==> src/rtl/spi_stream_pkg.sv <==
package spi_stream_pkg;
  typedef enum logic [0:0] {SER_IDLE, SER_SHIFT} ser_state_e;
endpackage

==> src/rtl/ws_byte_packer.sv <==
module ws_byte_packer #(
  parameter int BYTE_W = 8,
  parameter int BYTES  = 4,
  localparam int WORD_W = BYTE_W * BYTES
) (
  input  logic              clk_i,
  input  logic              rst_ni,
  input  logic              swap_i,
  input  logic [BYTE_W-1:0] data_i,
  input  logic              valid_i,
  output logic              ready_o,
  output logic [WORD_W-1:0] word_o,
  output logic              word_valid_o,
  input  logic              word_ready_i
);
  localparam int CW = $clog2(BYTES + 1);

  logic [CW-1:0]     cnt_q;
  logic [WORD_W-1:0] raw_q;
  logic [WORD_W-1:0] swapped;
  logic              accept, push;

  assign word_valid_o = (cnt_q == CW'(BYTES));
  // a full gatherer can still take a byte in the cycle it hands its word over
  assign ready_o      = !word_valid_o || word_ready_i;
  assign accept       = valid_i && ready_o;
  assign push         = word_valid_o && word_ready_i;

  for (genvar g = 0; g < BYTES; g++) begin : g_swap
    assign swapped[g*BYTE_W +: BYTE_W] = raw_q[(BYTES-1-g)*BYTE_W +: BYTE_W];
  end

  assign word_o = swap_i ? swapped : raw_q;

  always_ff @(posedge clk_i or negedge rst_ni) begin
    if (!rst_ni) begin
      cnt_q <= '0;
      raw_q <= '0;
    end else begin
      if (accept) raw_q <= {raw_q[WORD_W-BYTE_W-1:0], data_i};
      if (push)        cnt_q <= accept ? CW'(1) : '0;
      else if (accept) cnt_q <= cnt_q + 1'b1;
    end
  end
endmodule

==> src/rtl/ws_word_fifo.sv <==
module ws_word_fifo #(
  parameter int W     = 32,
  parameter int DEPTH = 4
) (
  input  logic         clk_i,
  input  logic         rst_ni,
  input  logic         push_i,
  input  logic [W-1:0] data_i,
  output logic         full_o,
  input  logic         pop_i,
  output logic [W-1:0] data_o,
  output logic         empty_o
);
  localparam int AW = (DEPTH > 1) ? $clog2(DEPTH) : 1;

  logic [W-1:0] mem [DEPTH];
  logic [AW:0]  wr_q, rd_q;
  logic         do_push, do_pop;

  assign empty_o = (wr_q == rd_q);
  assign full_o  = (wr_q[AW] != rd_q[AW]) && (wr_q[AW-1:0] == rd_q[AW-1:0]);
  assign do_push = push_i && !full_o;
  assign do_pop  = pop_i && !empty_o;
  assign data_o  = mem[rd_q[AW-1:0]];

  always_ff @(posedge clk_i) begin
    if (do_push) mem[wr_q[AW-1:0]] <= data_i;
  end

  always_ff @(posedge clk_i or negedge rst_ni) begin
    if (!rst_ni) begin
      wr_q <= '0;
      rd_q <= '0;
    end else begin
      if (do_push) wr_q <= wr_q + 1'b1;
      if (do_pop)  rd_q <= rd_q + 1'b1;
    end
  end
endmodule

==> src/rtl/ws_serializer.sv <==
module ws_serializer
  import spi_stream_pkg::*;
#(
  parameter int WORD_W = 32,
  parameter int DIV_W  = 8,
  parameter int CNT_W  = 16
) (
  input  logic              clk_i,
  input  logic              rst_ni,
  input  logic              enable_i,
  input  logic [DIV_W-1:0]  div_i,
  input  logic [WORD_W-1:0] word_i,
  input  logic              word_valid_i,
  output logic              word_take_o,
  output logic              sclk_o,
  output logic              mosi_o,
  output logic              busy_o,
  output logic [CNT_W-1:0]  words_sent_o
);
  localparam int BIT_W = $clog2(WORD_W);

  ser_state_e        state_q;
  logic [DIV_W-1:0]  div_q, hcnt_q;
  logic [BIT_W-1:0]  bit_q;
  logic [WORD_W-1:0] sh_q;
  logic              sclk_q;
  logic [CNT_W-1:0]  sent_q;
  logic              half_done, last_fall, start;

  assign half_done = (state_q == SER_SHIFT) && (hcnt_q == div_q);
  assign last_fall = half_done && sclk_q && (bit_q == BIT_W'(WORD_W - 1));
  // start from idle, or chain straight onto the final falling edge
  assign start     = enable_i && word_valid_i && ((state_q == SER_IDLE) || last_fall);

  assign word_take_o  = start;
  assign sclk_o       = sclk_q;
  assign mosi_o       = sh_q[WORD_W-1];
  assign busy_o       = (state_q == SER_SHIFT);
  assign words_sent_o = sent_q;

  always_ff @(posedge clk_i or negedge rst_ni) begin
    if (!rst_ni) begin
      state_q <= SER_IDLE;
      div_q   <= '0;
      hcnt_q  <= '0;
      bit_q   <= '0;
      sh_q    <= '0;
      sclk_q  <= 1'b0;
      sent_q  <= '0;
    end else if (start) begin
      if (state_q == SER_SHIFT) sent_q <= sent_q + 1'b1;
      state_q <= SER_SHIFT;
      sh_q    <= word_i;
      div_q   <= div_i;
      hcnt_q  <= '0;
      bit_q   <= '0;
      sclk_q  <= 1'b0;
    end else if (state_q == SER_SHIFT) begin
      if (!half_done) begin
        hcnt_q <= hcnt_q + 1'b1;
      end else begin
        hcnt_q <= '0;
        if (!sclk_q) begin
          sclk_q <= 1'b1;
        end else begin
          sclk_q <= 1'b0;
          if (last_fall) begin
            state_q <= SER_IDLE;
            sent_q  <= sent_q + 1'b1;
            sh_q    <= '0;
          end else begin
            bit_q <= bit_q + 1'b1;
            sh_q  <= {sh_q[WORD_W-2:0], 1'b0};
          end
        end
      end
    end
  end
endmodule

==> src/rtl/spi_word_streamer.sv <==
module spi_word_streamer #(
  parameter int BYTE_W     = 8,
  parameter int WORD_W     = 32,
  parameter int FIFO_DEPTH = 4,
  parameter int DIV_W      = 8,
  parameter int CNT_W      = 16
) (
  input  logic              clk_i,
  input  logic              rst_ni,
  input  logic              enable_i,
  input  logic              swap_en_i,
  input  logic [DIV_W-1:0]  div_i,
  input  logic [BYTE_W-1:0] byte_data_i,
  input  logic              byte_valid_i,
  output logic              byte_ready_o,
  output logic              sclk_o,
  output logic              mosi_o,
  output logic              cs_no,
  output logic              busy_o,
  output logic [CNT_W-1:0]  words_sent_o
);
  localparam int BYTES = WORD_W / BYTE_W;

  logic [WORD_W-1:0] pk_word, fifo_word;
  logic              pk_valid, fifo_full, fifo_empty, take;

  assign cs_no = 1'b0;

  ws_byte_packer #(.BYTE_W(BYTE_W), .BYTES(BYTES)) u_packer (
    .clk_i, .rst_ni,
    .swap_i       (swap_en_i),
    .data_i       (byte_data_i),
    .valid_i      (byte_valid_i),
    .ready_o      (byte_ready_o),
    .word_o       (pk_word),
    .word_valid_o (pk_valid),
    .word_ready_i (!fifo_full)
  );

  ws_word_fifo #(.W(WORD_W), .DEPTH(FIFO_DEPTH)) u_fifo (
    .clk_i, .rst_ni,
    .push_i  (pk_valid),
    .data_i  (pk_word),
    .full_o  (fifo_full),
    .pop_i   (take),
    .data_o  (fifo_word),
    .empty_o (fifo_empty)
  );

  ws_serializer #(.WORD_W(WORD_W), .DIV_W(DIV_W), .CNT_W(CNT_W)) u_ser (
    .clk_i, .rst_ni,
    .enable_i,
    .div_i,
    .word_i       (fifo_word),
    .word_valid_i (!fifo_empty),
    .word_take_o  (take),
    .sclk_o,
    .mosi_o,
    .busy_o,
    .words_sent_o
  );
endmodule

==> config.mk <==
export PLATFORM = sky130hd
export DESIGN_NAME = spi_word_streamer
export DESIGN_NICKNAME = d
export VERILOG_FILES = /design/src/rtl/spi_stream_pkg.sv /design/src/rtl/ws_byte_packer.sv /design/src/rtl/ws_word_fifo.sv /design/src/rtl/ws_serializer.sv /design/src/rtl/spi_word_streamer.sv
export SDC_FILE = /design/constraint.sdc
export NUM_CORES = 1
export LEC_CHECK = 0
export BUFFER_PORTS_ARGS = -buffer_cell sky130_fd_sc_hd__buf_2
export CORE_AREA = 2 2 167 169
export DETAILED_ROUTE_END_ITERATION = 7
export DIE_AREA = 0 0 169 171
export GPL_ROUTABILITY_DRIVEN = 0
export PLACE_DENSITY = 0.6
export REMOVE_ABC_BUFFERS = 1
export SETUP_SLACK_MARGIN = 0.5
export SLEW_MARGIN = 15
export SYNTH_ARGS = -nofsm -noshare
export SYNTH_HDL_FRONTEND = slang
export SYNTH_HIERARCHICAL = 1
export SYNTH_SLANG_ARGS = --single-unit
==> constraint.sdc <==
create_clock -name clk_i -period 3.86 [get_ports clk_i]
set_input_delay 0.579 -clock clk_i [delete_from_list [all_inputs] [get_ports clk_i]]
set_output_delay 0.579 -clock clk_i [all_outputs]
set_load 0.1 [all_outputs]
Word level (Yosys, flattened, before mapping)
Memories as Yosys holds them, arrays and structs flattened.
Index checks and enable logic that the tools add are counted.
Storage, ports and cells
  register bits: 112
  bits in writable memories: 128
  input bits: 21
  output and inout port bits: 21
  logic and storage cells: 83
  memories kept: 1
Operators by class
  add/subtract/negate cells: 6
  equal/unequal tests: 7
  mux-type cells: 34
  bitwise gates (word level): 1
  reduce and logical (&&, ||, !) cells: 23
Memory list
  u_fifo.mem: depth 4, width 32, rd ports 1, clocked after Yosys merged registers in 0, write ports 1, RTL line ws_word_fifo.sv:16  | logic [W-1:0] mem [DEPTH];
Operators by type and width (count)
  two-way mux 32 bit: 6
  two-way mux 16 bit: 6
  two-way mux 5 bit: 5
  two-way mux 8 bit: 3
  adder 16 x 1 -> 16 bit (second input constant): 1
  two-way mux 1 bit: 12
  nonzero test 2 bit: 5
  adder 3 x 1 -> 3 bit (second input constant): 3
  logical AND 1 bit: 9
  adder 8 x 1 -> 8 bit (second input constant): 1
  == test 8 bit: 1
  AND reduction 4 bit: 2
  two-way mux 3 bit: 2
  adder 5 x 1 -> 5 bit (second input constant): 1
  == test 5 bit (second input constant): 1
  == test 3 bit: 1
  == test 3 bit (second input constant): 1
  zero test 1 bit: 3
  AND reduction 3 bit: 1
  == test 2 bit: 1
  logical OR 1 bit: 2
  inequality test 2 bit (second input constant): 1
  AND reduction 2 bit: 1
  inequality test 1 bit: 1
  inverter 1 bit: 1

Logic depth before layout (Yosys ltp)
Gate-level depths: netlist of the first run.
  word-level depth: 9
  gate-level depth with buffers: 12
  depth with buffers taken out: 9

Cells and area by module
The synthesis of the first run kept the hierarchy.
Modules (own cells, without submodules)
  ws_word_fifo: instances 1, cells an instance 216, area each 5077.4 um^2, sequential area each 3993.8 um^2
  ws_serializer: instances 1, cells an instance 394, area each 3736.1 um^2, sequential area each 1776.7 um^2
  ws_byte_packer: instances 1, cells an instance 124, area each 1901.8 um^2, sequential area each 875.8 um^2
  spi_word_streamer: instances 1, cells an instance 4, area each 18.8 um^2, sequential area each 0.0 um^2

Worst setup path after synthesis of the first run
No wires, ideal clock.
  kind: register -> register
  start: reg u_packer.cnt_q[0]
  end: mem u_fifo.mem[3][0] (enable)
  setup time: 0.444 ns
  arrival: 2.727 ns
  data required time: 3.416 ns
  slack: 0.688 ns
  cell stages (with the launch flop): 7
  path buffers: 0
  clock period less this slack: 3.172 ns
  cell sequence: dfrtp_1 > inv_1 > ha_1 > nand2_1 > inv_1 > nand2_1 > a31oi_1
Between the ends
  cells in the longest elaborated chain, start to end: 4
Ends and longest elaborated chain
  start: declaration: RTL line ws_byte_packer.sv:18  | logic [CW-1:0] cnt_q;
  start signal: assignment: RTL line ws_byte_packer.sv:41  | if (push) cnt_q <= accept ? CW'(1) : '0;
  start signal: assignment: RTL line ws_byte_packer.sv:42  | else if (accept) cnt_q <= cnt_q + 1'b1;
  == test 3 bit: RTL line ws_byte_packer.sv:23  | assign word_valid_o = (cnt_q == CW'(BYTES));
  via pk_valid: RTL line spi_word_streamer.sv:25  | logic pk_valid, fifo_full, fifo_empty, take;
  logical AND 1 bit: RTL line ws_word_fifo.sv:22  | assign do_push = push_i && !full_o;
  two-way mux 1 bit: RTL line ws_word_fifo.sv:27  | if (do_push) mem[wr_q[AW-1:0]] <= data_i;
  two-way mux 1 bit (not written as such): RTL line ws_word_fifo.sv:27
  end: declaration: RTL line ws_word_fifo.sv:16
The timed path passes the listed nets, and every way through them passes these cells.

Worst setup path after layout of the first run
  start: reg u_fifo.wr_q[0]
  end: out byte_ready_o
Between the ends
  cells in the longest elaborated chain, start to end: 4
Ends and longest elaborated chain
  start: declaration: RTL line ws_word_fifo.sv:17  | logic [AW:0] wr_q, rd_q;
  start signal: assignment: RTL line ws_word_fifo.sv:35  | if (do_push) wr_q <= wr_q + 1'b1;
  == test 2 bit: RTL line ws_word_fifo.sv:21  | assign full_o = (wr_q[AW] != rd_q[AW]) && (wr_q[AW-1:0] == rd_q[AW-1:0]);
  logical AND 1 bit: RTL line ws_word_fifo.sv:21
  via fifo_full: RTL line spi_word_streamer.sv:25
  zero test 1 bit: RTL line spi_word_streamer.sv:37  | .word_ready_i (!fifo_full)
  logical OR 1 bit: RTL line ws_byte_packer.sv:25  | assign ready_o = !word_valid_o || word_ready_i;
  end: declaration: RTL line spi_word_streamer.sv:15  | output logic byte_ready_o,
The timed path passes the listed nets, and every way through them passes these cells.

==> flow_summary.json, run 1 <==
{
  "synthToLayoutAreaGrowth_pct": 13.0,
  "yosysSeqAreaShare": 0.619,
  "dieArea_mm2": 0.0289,
  "drv_cap": 0,
  "grt_pass1_wl_um": 34200,
  "n_antenna_cell": 0,
  "finalSetupViolCount": 0,
  "status": "complete, no violations",
  "fin_tns_setup_ps": 0,
  "cp_max_fo": 6,
  "r2r-start": "u_ser/bit_q[0]",
  "synth_cell_types": 50,
  "synth_top_area_share": 0.358,
  "cpMostUsedCell": "inv_1",
  "grt_busiest_layer": "met2",
  "synthFlopType": "edfxtp_1",
  "via_count": 6106,
  "synthArstFlopShare": 0.467,
  "cp-endpoint": "byte_ready_o",
  "insertion_delay_ps": 530,
  "avgSynthCellArea_um2": 14.5,
  "critPathLaunchType": "flip-flop",
  "min_path_type": "in2async",
  "first_iter_violations": 427,
  "startpoint": "u_fifo/wr_q[0]",
  "fin_util": 0.444,
  "coreArea_mm2": 0.0273,
  "fin_crit_ps": 2940,
  "start_util": 0.393,
  "cts_buffer_depth": 3,
  "grt_util_met3": 0.0227,
  "portBuffers": 40,
  "slowest_delay_ps": 470,
  "wirelength_um": 21200,
  "first_global_vias": 6236,
  "grtUsageMet1": 0.202,
  "htree_num_levels": 1,
  "yosysTopAreaCell": "edfxtp_1",
  "grt_remaining_overflow": 0,
  "antenna_found_initial": 0,
  "clk_pin_slew_ps": 60,
  "relSlewSlack": 0.408,
  "peakVddDrop_mv": 0.295,
  "tightest_slew_ps": 888,
  "cts_setup_buffers": 0,
  "cts_sinks": 240,
  "crit_type": "reg2out",
  "rrSetupSlack_ps": 1140,
  "cts-root-buf": "clkbuf_16",
  "worstSetupEndpointType": "primary output",
  "power_density_mw_per_mm2": 510,
  "reg2reg_depth": 7,
  "synth_warnings": 6,
  "drt_first_pass_iters": 5,
  "synth.most_common_cell": "edfxtp_1",
  "drc": 0,
  "numCtsBuffers": 26,
  "timing_hold_violations_final": 0,
  "synth.area.top_cells": "edfxtp_1 36%, dfrtp_1 26%, mux4_2 6.7%, mux2_4 4.6%, mux2_2 4.1%",
  "drv_slew": 0,
  "synth_edf_count": 128,
  "slowest_stage": "dfrtp_1",
  "vias_per_cell": 5.35,
  "p_leak_nw": 4.62,
  "hpwl_um": 12300,
  "grt_usage": 0.148,
  "max_freq_ghz": 0.340,
  "holdBufCountCts": 0,
  "wl_per_cell_um": 18.6,
  "period_share": 0.761,
  "drive_gt1_frac": 0.264,
  "die_x_um": 169,
  "synth_cells": 738,
  "cts_tree": "yes",
  "worstPathArrival_ps": 2360,
  "grt_start_max_net_pins": 55,
  "ant_nets": 0,
  "clock_skew_ps": 23.5,
  "synthTopCellsByCount": "128 x edfxtp_1, 112 x dfrtp_1, 83 x nand2_1",
  "nets": 807,
  "dieHeight_um": 171,
  "pin_count": 42,
  "cts_resized": 0,
  "crit_required_ps": 3280,
  "mappedNetlistArea_mm2": 0.0107,
  "crit_chain": "xnor2_1 -> nand3_1 -> inv_1 -> inv_1 -> nand3b_4 -> buf_2",
  "use_met2": 0.254,
  "rows": 61,
  "ys_ff_latch": 240,
  "rsz0062_at_grt": "no",
  "r2r-end": "u_ser/div_q[2]"
}
==> flip-flops by register name, indices dropped and copies added, names as in the netlist <==
| name | cells |
|---|---|
| u_fifo/rd_q | 3 |
| u_ser/div_q | 8 |
| u_ser/sclk_o | 1 |
| u_ser/sh_q | 32 |
| u_fifo/mem | 128 |
| u_packer/raw_q | 32 |
| u_ser/bit_q | 5 |
| u_ser/busy_o | 1 |
| u_fifo/wr_q | 3 |
| u_packer/cnt_q | 3 |
| u_ser/words_sent_o | 16 |
| u_ser/hcnt_q | 8 |
==> power by group <==
group	internal, mW	total, mW	switching [mW]
sequential	2.97	3.09	0.123
combinational	0.304	0.699	0.396
clock	1.41	2.39	0.985
==> metal layers <==
metal / part of all wire / wire (um)
met1: 0.46 / 9740
met5: 0 / 0
met3: 0.039 / 830
met2: 0.49 / 10300
met4: 0.015 / 308
==> cells in the final DEF (no fill, tap or decap), types with 31 or more instances in the layout <==
master | synthesis | routed
o22ai_1 | 31 | 31
a21oi_1 | 41 | 41
mux2_2 | 39 | 39
mux4_2 | 32 | 32
o22a_1 | 31 | 31
nand2_1 | 83 | 83
mux2_4 | 33 | 33
dfrtp_1 | 112 | 111
edfxtp_1 | 128 | 128
buf_2 | 10 | 39
==> cells by family (layout without fill, tap and decap cells) <==
logic type               count (synthesis)  after routing  share of synthesized area
buffers and inverters                   58            115                     0.0267
AND/OR/NAND/NOR                        157            157                     0.0736
XOR/XNOR                                38             38                     0.0317
other                                    1              1                   0.000349
multiplexers                           108            108                      0.158
adder cells (fa/ha/maj)                 11             11                     0.0128
AO/OA/AOI/OAI                          125            125                     0.0775
flip-flops                             240            240                      0.619
==> final cells by class <==
class | count | area [um2]
fill | 2455 | 15200
sequential | 240 | 6650
multi-input combinational | 440 | 3840
clock buffer | 39 | 749
tap | 346 | 433
timing repair buffer | 56 | 335
clock inverter | 9 | 81.3
inverter | 11 | 41.3
==> through the flow <==
step / setup slack, ps / hold slack [ps] / power, mW / cells / area [um2]
6_report: 921 / 113 / 6.18 / 1141 / 12100
3_5_place_dp: 1160 / 460 / 3.85 / 1093 / 11300
5_1_grt: 774 / 171 / 6.45 / 1141 / 12100
2_1_floorplan: -729 / 283 / 3.61 / 691 / 10500
3_3_place_gp: 1200 / 468 / 3.83 / 1093 / 11300
4_1_cts: 903 / 134 / 6.26 / 1141 / 12100
==> worst min path at each step <==
stage,depth (start not counted),slack [ps],end,from
after global routing,1,170,u_packer/raw_q[4],rst_ni
after floorplan,0,280,u_fifo/rd_q[0],rst_ni
final,1,110,u_ser/sh_q[28],rst_ni
after global placement,1,470,u_ser/words_sent_o[15],u_ser/words_sent_o[15]
after CTS,1,130,u_packer/raw_q[4],rst_ni
after detailed placement,1,460,u_ser/words_sent_o[15],u_ser/words_sent_o[15]
==> worst max-delay path, delay by kind of cell (launching register included) <==
family                    cells  cell delay, ps
DFF                           1             470
xor gates and xnor gates      1             470
buffers and inverters         3             470
and+or+nand+nor               2             420
No activity file was read; power rests on OpenSTA's default activity.
==> run 2, diff against run 1 <==
Clock period 3.86 ns to 3.03 ns, I/O delays scaled along.
==> flow_summary.json, run 2 (synthesized netlist as in run 1, its figures left out) <==
{
  "drive_gt1_frac": 0.280,
  "coreArea_mm2": 0.0273,
  "clock_skew_ps": 8.94,
  "cts_sinks": 240,
  "drc": 0,
  "fin_crit_ps": 2410,
  "startpoint": "u_ser/bit_q[0]",
  "min_from": "byte_data_i[5]",
  "grt_pass1_wl_um": 34100,
  "peakVddDrop_mv": 0.300,
  "grtUsageMet1": 0.204,
  "start_util": 0.393,
  "cts-root-buf": "clkbuf_16",
  "whs_path_depth": 2,
  "r2r-start": "u_ser/bit_q[0]",
  "max_freq_ghz": 0.415,
  "wl_per_cell_um": 18.2,
  "htree_num_levels": 1,
  "grt_busiest_layer": "met2",
  "worstSetupEndpointType": "flip-flop",
  "whs_endpoint": "u_packer/raw_q[5]",
  "power_density_mw_per_mm2": 669,
  "final_common_cell": "edfxtp_1",
  "insertion_delay_ps": 520,
  "grt_usage": 0.147,
  "largest_register_ffs": 128,
  "critPathLaunchType": "flip-flop",
  "dieHeight_um": 171,
  "use_met2": 0.246,
  "nets": 818,
  "r2r-end": "u_fifo/rd_q[1]",
  "cts_buffer_depth": 3,
  "pin_count": 42,
  "grt_start_max_net_pins": 57,
  "relSlewSlack": 0.437,
  "n_antenna_cell": 0,
  "drv_cap": 0,
  "via_count": 6197,
  "drt_first_pass_iters": 4,
  "slowest_stage": "or4_4",
  "hpwl_um": 12300,
  "period_share": 0.796,
  "multi_input_comb_area_mm2": 0.00387,
  "grt_remaining_overflow": 0,
  "numCtsBuffers": 26,
  "crit_required_ps": 3420,
  "rrSetupSlack_ps": 620,
  "clk_pin_slew_ps": 60,
  "reg2reg_depth": 10,
  "worstPathArrival_ps": 2810,
  "ant_nets": 0,
  "synthToLayoutAreaGrowth_pct": 15.3,
  "portBuffers": 40,
  "pre_cts_ws_ps": 442,
  "fill_cells": 2434,
  "fin_tns_setup_ps": 0,
  "antenna_found_initial": 0,
  "wirelength_um": 21000,
  "crit_chain": "ha_1 -> and3_1 -> ha_1 -> nand2_1 -> or4_4 -> a21oi_4 -> buf_4 -> nand2b_1 -> a21oi_1 -> a211oi_1",
  "cp_max_fo": 5,
  "rsz0062_at_grt": "yes",
  "grt_util_met3": 0.0231,
  "fin_util": 0.453,
  "fin_cells": 1152,
  "tightest_slew_ps": 837,
  "vias_per_cell": 5.38,
  "first_global_vias": 6175,
  "first_iter_violations": 325,
  "min_path_type": "in2reg",
  "die_x_um": 169,
  "cts_tree": "yes",
  "finalSetupViolCount": 0,
  "status": "complete, no violations",
  "timing_hold_violations_final": 0,
  "cpMostUsedCell": "ha_1",
  "seq_area_mm2": 0.00665,
  "drv_slew": 0,
  "crit_type": "reg2reg",
  "slowest_delay_ps": 560,
  "dieArea_mm2": 0.0289,
  "rows": 61,
  "layout_setup_ws_ps": 618,
  "placed_cells": 1099,
  "p_leak_nw": 4.74,
  "final_cell_mix": "128 x edfxtp_1, 109 x dfrtp_1, 83 x nand2_1, 41 x a21oi_1, 39 x mux2_2"
}
==> run 2: cell count changes in the layout (fill, tap and decap cells not counted), moves of 2 or more <==
cell / delta
buf_12: +3
buf_4: +8
bufinv_16: +5
clkbuf_1: -4
clkbuf_8: -5
clkinv_1: +3
dfrtp_1: -2
dfrtp_2: +2
xnor2_1: -2
xnor2_2: +2
==> run 2: what timing repair did <==
action | CTS | global route
setup endpoints to repair | 13 | 3
hold buffers | 1 | 0
gates resized for setup | 1 | 5
pin swaps | 1 | 2
setup buffers | 2 | 2
endpoints found under the hold margin | 31 | 0
==> run 2: per-layer routing <==
metal	wire length, um	up-vias
met4	426	0
met2	10000	117
met1	9780	3158
met5	0	-
li1	-	2888
met3	790	34
==> run 2: final cells by class <==
type	count	share of cell area
clock buffer	31	0.0558
clock inverter	17	0.0190
inverter	11	0.00334
multi-input combinational	440	0.313
sequential	240	0.537
tap	346	0.0350
timing repair buffer	67	0.0372
==> run 2: critical path, delay by kind of cell (launching register included) <==
family | cells | cell delay (ps)
AND/OR/NAND/NOR | 4 | 940
AO/OA/AOI/OAI | 3 | 420
buffers and inverters | 1 | 170
flip-flops | 1 | 380
adder cells (fa/ha/maj) | 2 | 370
==> run 2: metrics by stage <==
step	cell area, um2	hold slack (ps)	power (mW)
2_1_floorplan	10500	159	4.60
3_3_place_gp	11400	456	4.90
3_5_place_dp	11400	461	4.92
4_1_cts	12300	142	8.35
5_1_grt	12400	146	8.62
6_report	12400	157	8.28
==> run 2: power by group <==
part           internal [mW]  leakage (nW)  switching [mW]  total, mW
Clock                   2.13         0.450            1.27       3.40
Combinational          0.421          1.88           0.512      0.934
Sequential              3.78          2.42           0.167       3.95
==> run 2: worst max path at each step <==
| stage | endpoint | slack (ps) | cells past startpoint |
|---|---|---|---|
| 2_1_floorplan | u_ser/sh_q[10] | -1560 | 7 |
| 3_3_place_gp | u_ser/div_q[4] | 470 | 7 |
| 3_5_place_dp | u_fifo/rd_q[2] | 440 | 8 |
| 4_1_cts | byte_ready_o | 460 | 6 |
| 5_1_grt | u_ser/hcnt_q[4] | 480 | 9 |
| 6_report | u_fifo/rd_q[1] | 620 | 10 |
==> run 3, diff against run 2 <==
Clock period 3.03 ns to 2.52 ns, I/O delays scaled along.
==> flow_summary.json, run 3 (synthesized netlist as in run 1, its figures left out) <==
{
  "status": "complete, no violations",
  "cts_buffer_depth": 3,
  "htree_num_levels": 1,
  "r2r-start": "u_ser/bit_q[0]",
  "clock_skew_ps": 5.53,
  "startpoint": "u_ser/bit_q[0]",
  "p_leak_nw": 5.06,
  "grt_remaining_overflow": 0,
  "wl_per_cell_um": 18.8,
  "hpwl_um": 12400,
  "cts_tree": "yes",
  "start_util": 0.393,
  "numCtsBuffers": 27,
  "period_share": 0.939,
  "n_antenna_cell": 0,
  "multi_input_comb_area_mm2": 0.00401,
  "relSlewSlack": 0.640,
  "portBuffers": 40,
  "power_density_mw_per_mm2": 754,
  "grt_start_max_net_pins": 56,
  "die_x_um": 169,
  "vias_per_cell": 5.45,
  "timing_hold_violations_final": 0,
  "reg2reg_depth": 9,
  "tightest_slew_ps": 540,
  "r2r-end": "u_ser/div_q[6]",
  "seq_area_mm2": 0.00665,
  "fin_tns_setup_ps": 0,
  "drc": 0,
  "ant_nets": 0,
  "dieHeight_um": 171,
  "max_freq_ghz": 0.423,
  "coreArea_mm2": 0.0273,
  "min_path_type": "in2reg",
  "pin_count": 42,
  "grt_usage": 0.154,
  "fin_crit_ps": 2370,
  "wirelength_um": 22500,
  "insertion_delay_ps": 540,
  "drv_cap": 0,
  "fill_cells": 2352,
  "first_global_vias": 6635,
  "rrSetupSlack_ps": 150,
  "critPathLaunchType": "flip-flop",
  "peakVddDrop_mv": 0.487,
  "first_iter_violations": 463,
  "via_count": 6516,
  "synthToLayoutAreaGrowth_pct": 21.9,
  "cts_sinks": 240,
  "worstPathArrival_ps": 2780,
  "grt_pass1_wl_um": 35900,
  "nets": 861,
  "drt_first_pass_iters": 5,
  "worstSetupEndpointType": "flip-flop",
  "largest_register_ffs": 128,
  "rsz0062_at_grt": "yes",
  "drv_slew": 0,
  "dieArea_mm2": 0.0289,
  "finalSetupViolCount": 0,
  "fin_util": 0.479,
  "final_cell_mix": "128 x edfxtp_1, 107 x dfrtp_1, 80 x nand2_1, 40 x buf_4, 39 x mux2_4",
  "whs_path_depth": 2,
  "crit_type": "reg2reg",
  "crit_required_ps": 2940,
  "cts-root-buf": "clkbuf_16",
  "clk_pin_slew_ps": 60,
  "cp-endpoint": "u_ser/div_q[6]",
  "rows": 61,
  "final_common_cell": "edfxtp_1",
  "drive_gt1_frac": 0.346,
  "antenna_found_initial": 0,
  "cp_max_fo": 6
}
==> run 3: critical path, stage by stage (launching register included) <==
cell and delay (ps):
dfrtp_1 380, ha_2 200, and3_4 190, ha_4 140, nand2_4 50, or4_4 550, a21oi_4 200, buf_6 140
buf_16 120, mux2_4 290
==> run 3: metal layers <==
metal / global-route usage / vias up / wire length [um]
met2: 0.254 / 174 / 10800
met5: 0 / - / 0
met4: 0.0468 / 0 / 534
met1: 0.212 / 3340 / 10100
met3: 0.0243 / 35 / 1040
li1: - / 2967 / -
==> run 3: how the worst min path moves through the flow <==
| stage | startpoint | end | slack (ps) |
|---|---|---|---|
| floorplan | rst_ni | u_fifo/rd_q[0] | 80 |
| detailed placement | rst_ni | u_packer/raw_q[4] | 410 |
| finish | byte_data_i[4] | u_packer/raw_q[4] | 60 |
| CTS | byte_data_i[4] | u_packer/raw_q[4] | 50 |
| global placement | rst_ni | u_packer/raw_q[4] | 400 |
| global route | byte_data_i[7] | u_packer/raw_q[7] | 50 |
==> run 3: cell type report <==
class,count,share of cell area
Clock buffer,38,0.0571
Clock inverter,12,0.00956
Inverter,11,0.00315
Multi-Input combinational cell,440,0.307
Sequential cell,240,0.508
Tap cell,346,0.0331
Timing Repair Buffer,109,0.0824
==> run 3: stage by stage <==
stage	hold slack [ps]	setup slack, ps	cells	power (mW)	instance area (um2)
after floorplan	82.4	-2070	691	5.53	10500
after global placement	404	155	1111	5.95	11600
after detailed placement	409	115	1111	5.97	11600
after CTS	48.2	250	1177	9.88	12800
after global routing	53.4	121	1196	10.3	13100
final	64.9	154	1196	9.86	13100
==> run 3: what timing repair did <==
action | in CTS | in global routing
setup endpoints to repair | 90 | 183
hold buffers | 1 | 0
resized for setup | 35 | 29
gates cloned | 4 | 3
buffers inserted | 11 | 16
endpoints found under the hold margin | 35 | 0
pin swaps | 12 | 13
==> run 3: power by group <==
group          total, mW  internal (mW)  leakage, nW  switching, mW
logic               1.30          0.606         2.22          0.699
clock network       3.84           2.28        0.420           1.56
registers           4.72           4.55         2.41          0.175
total               9.86           7.43         5.06           2.44
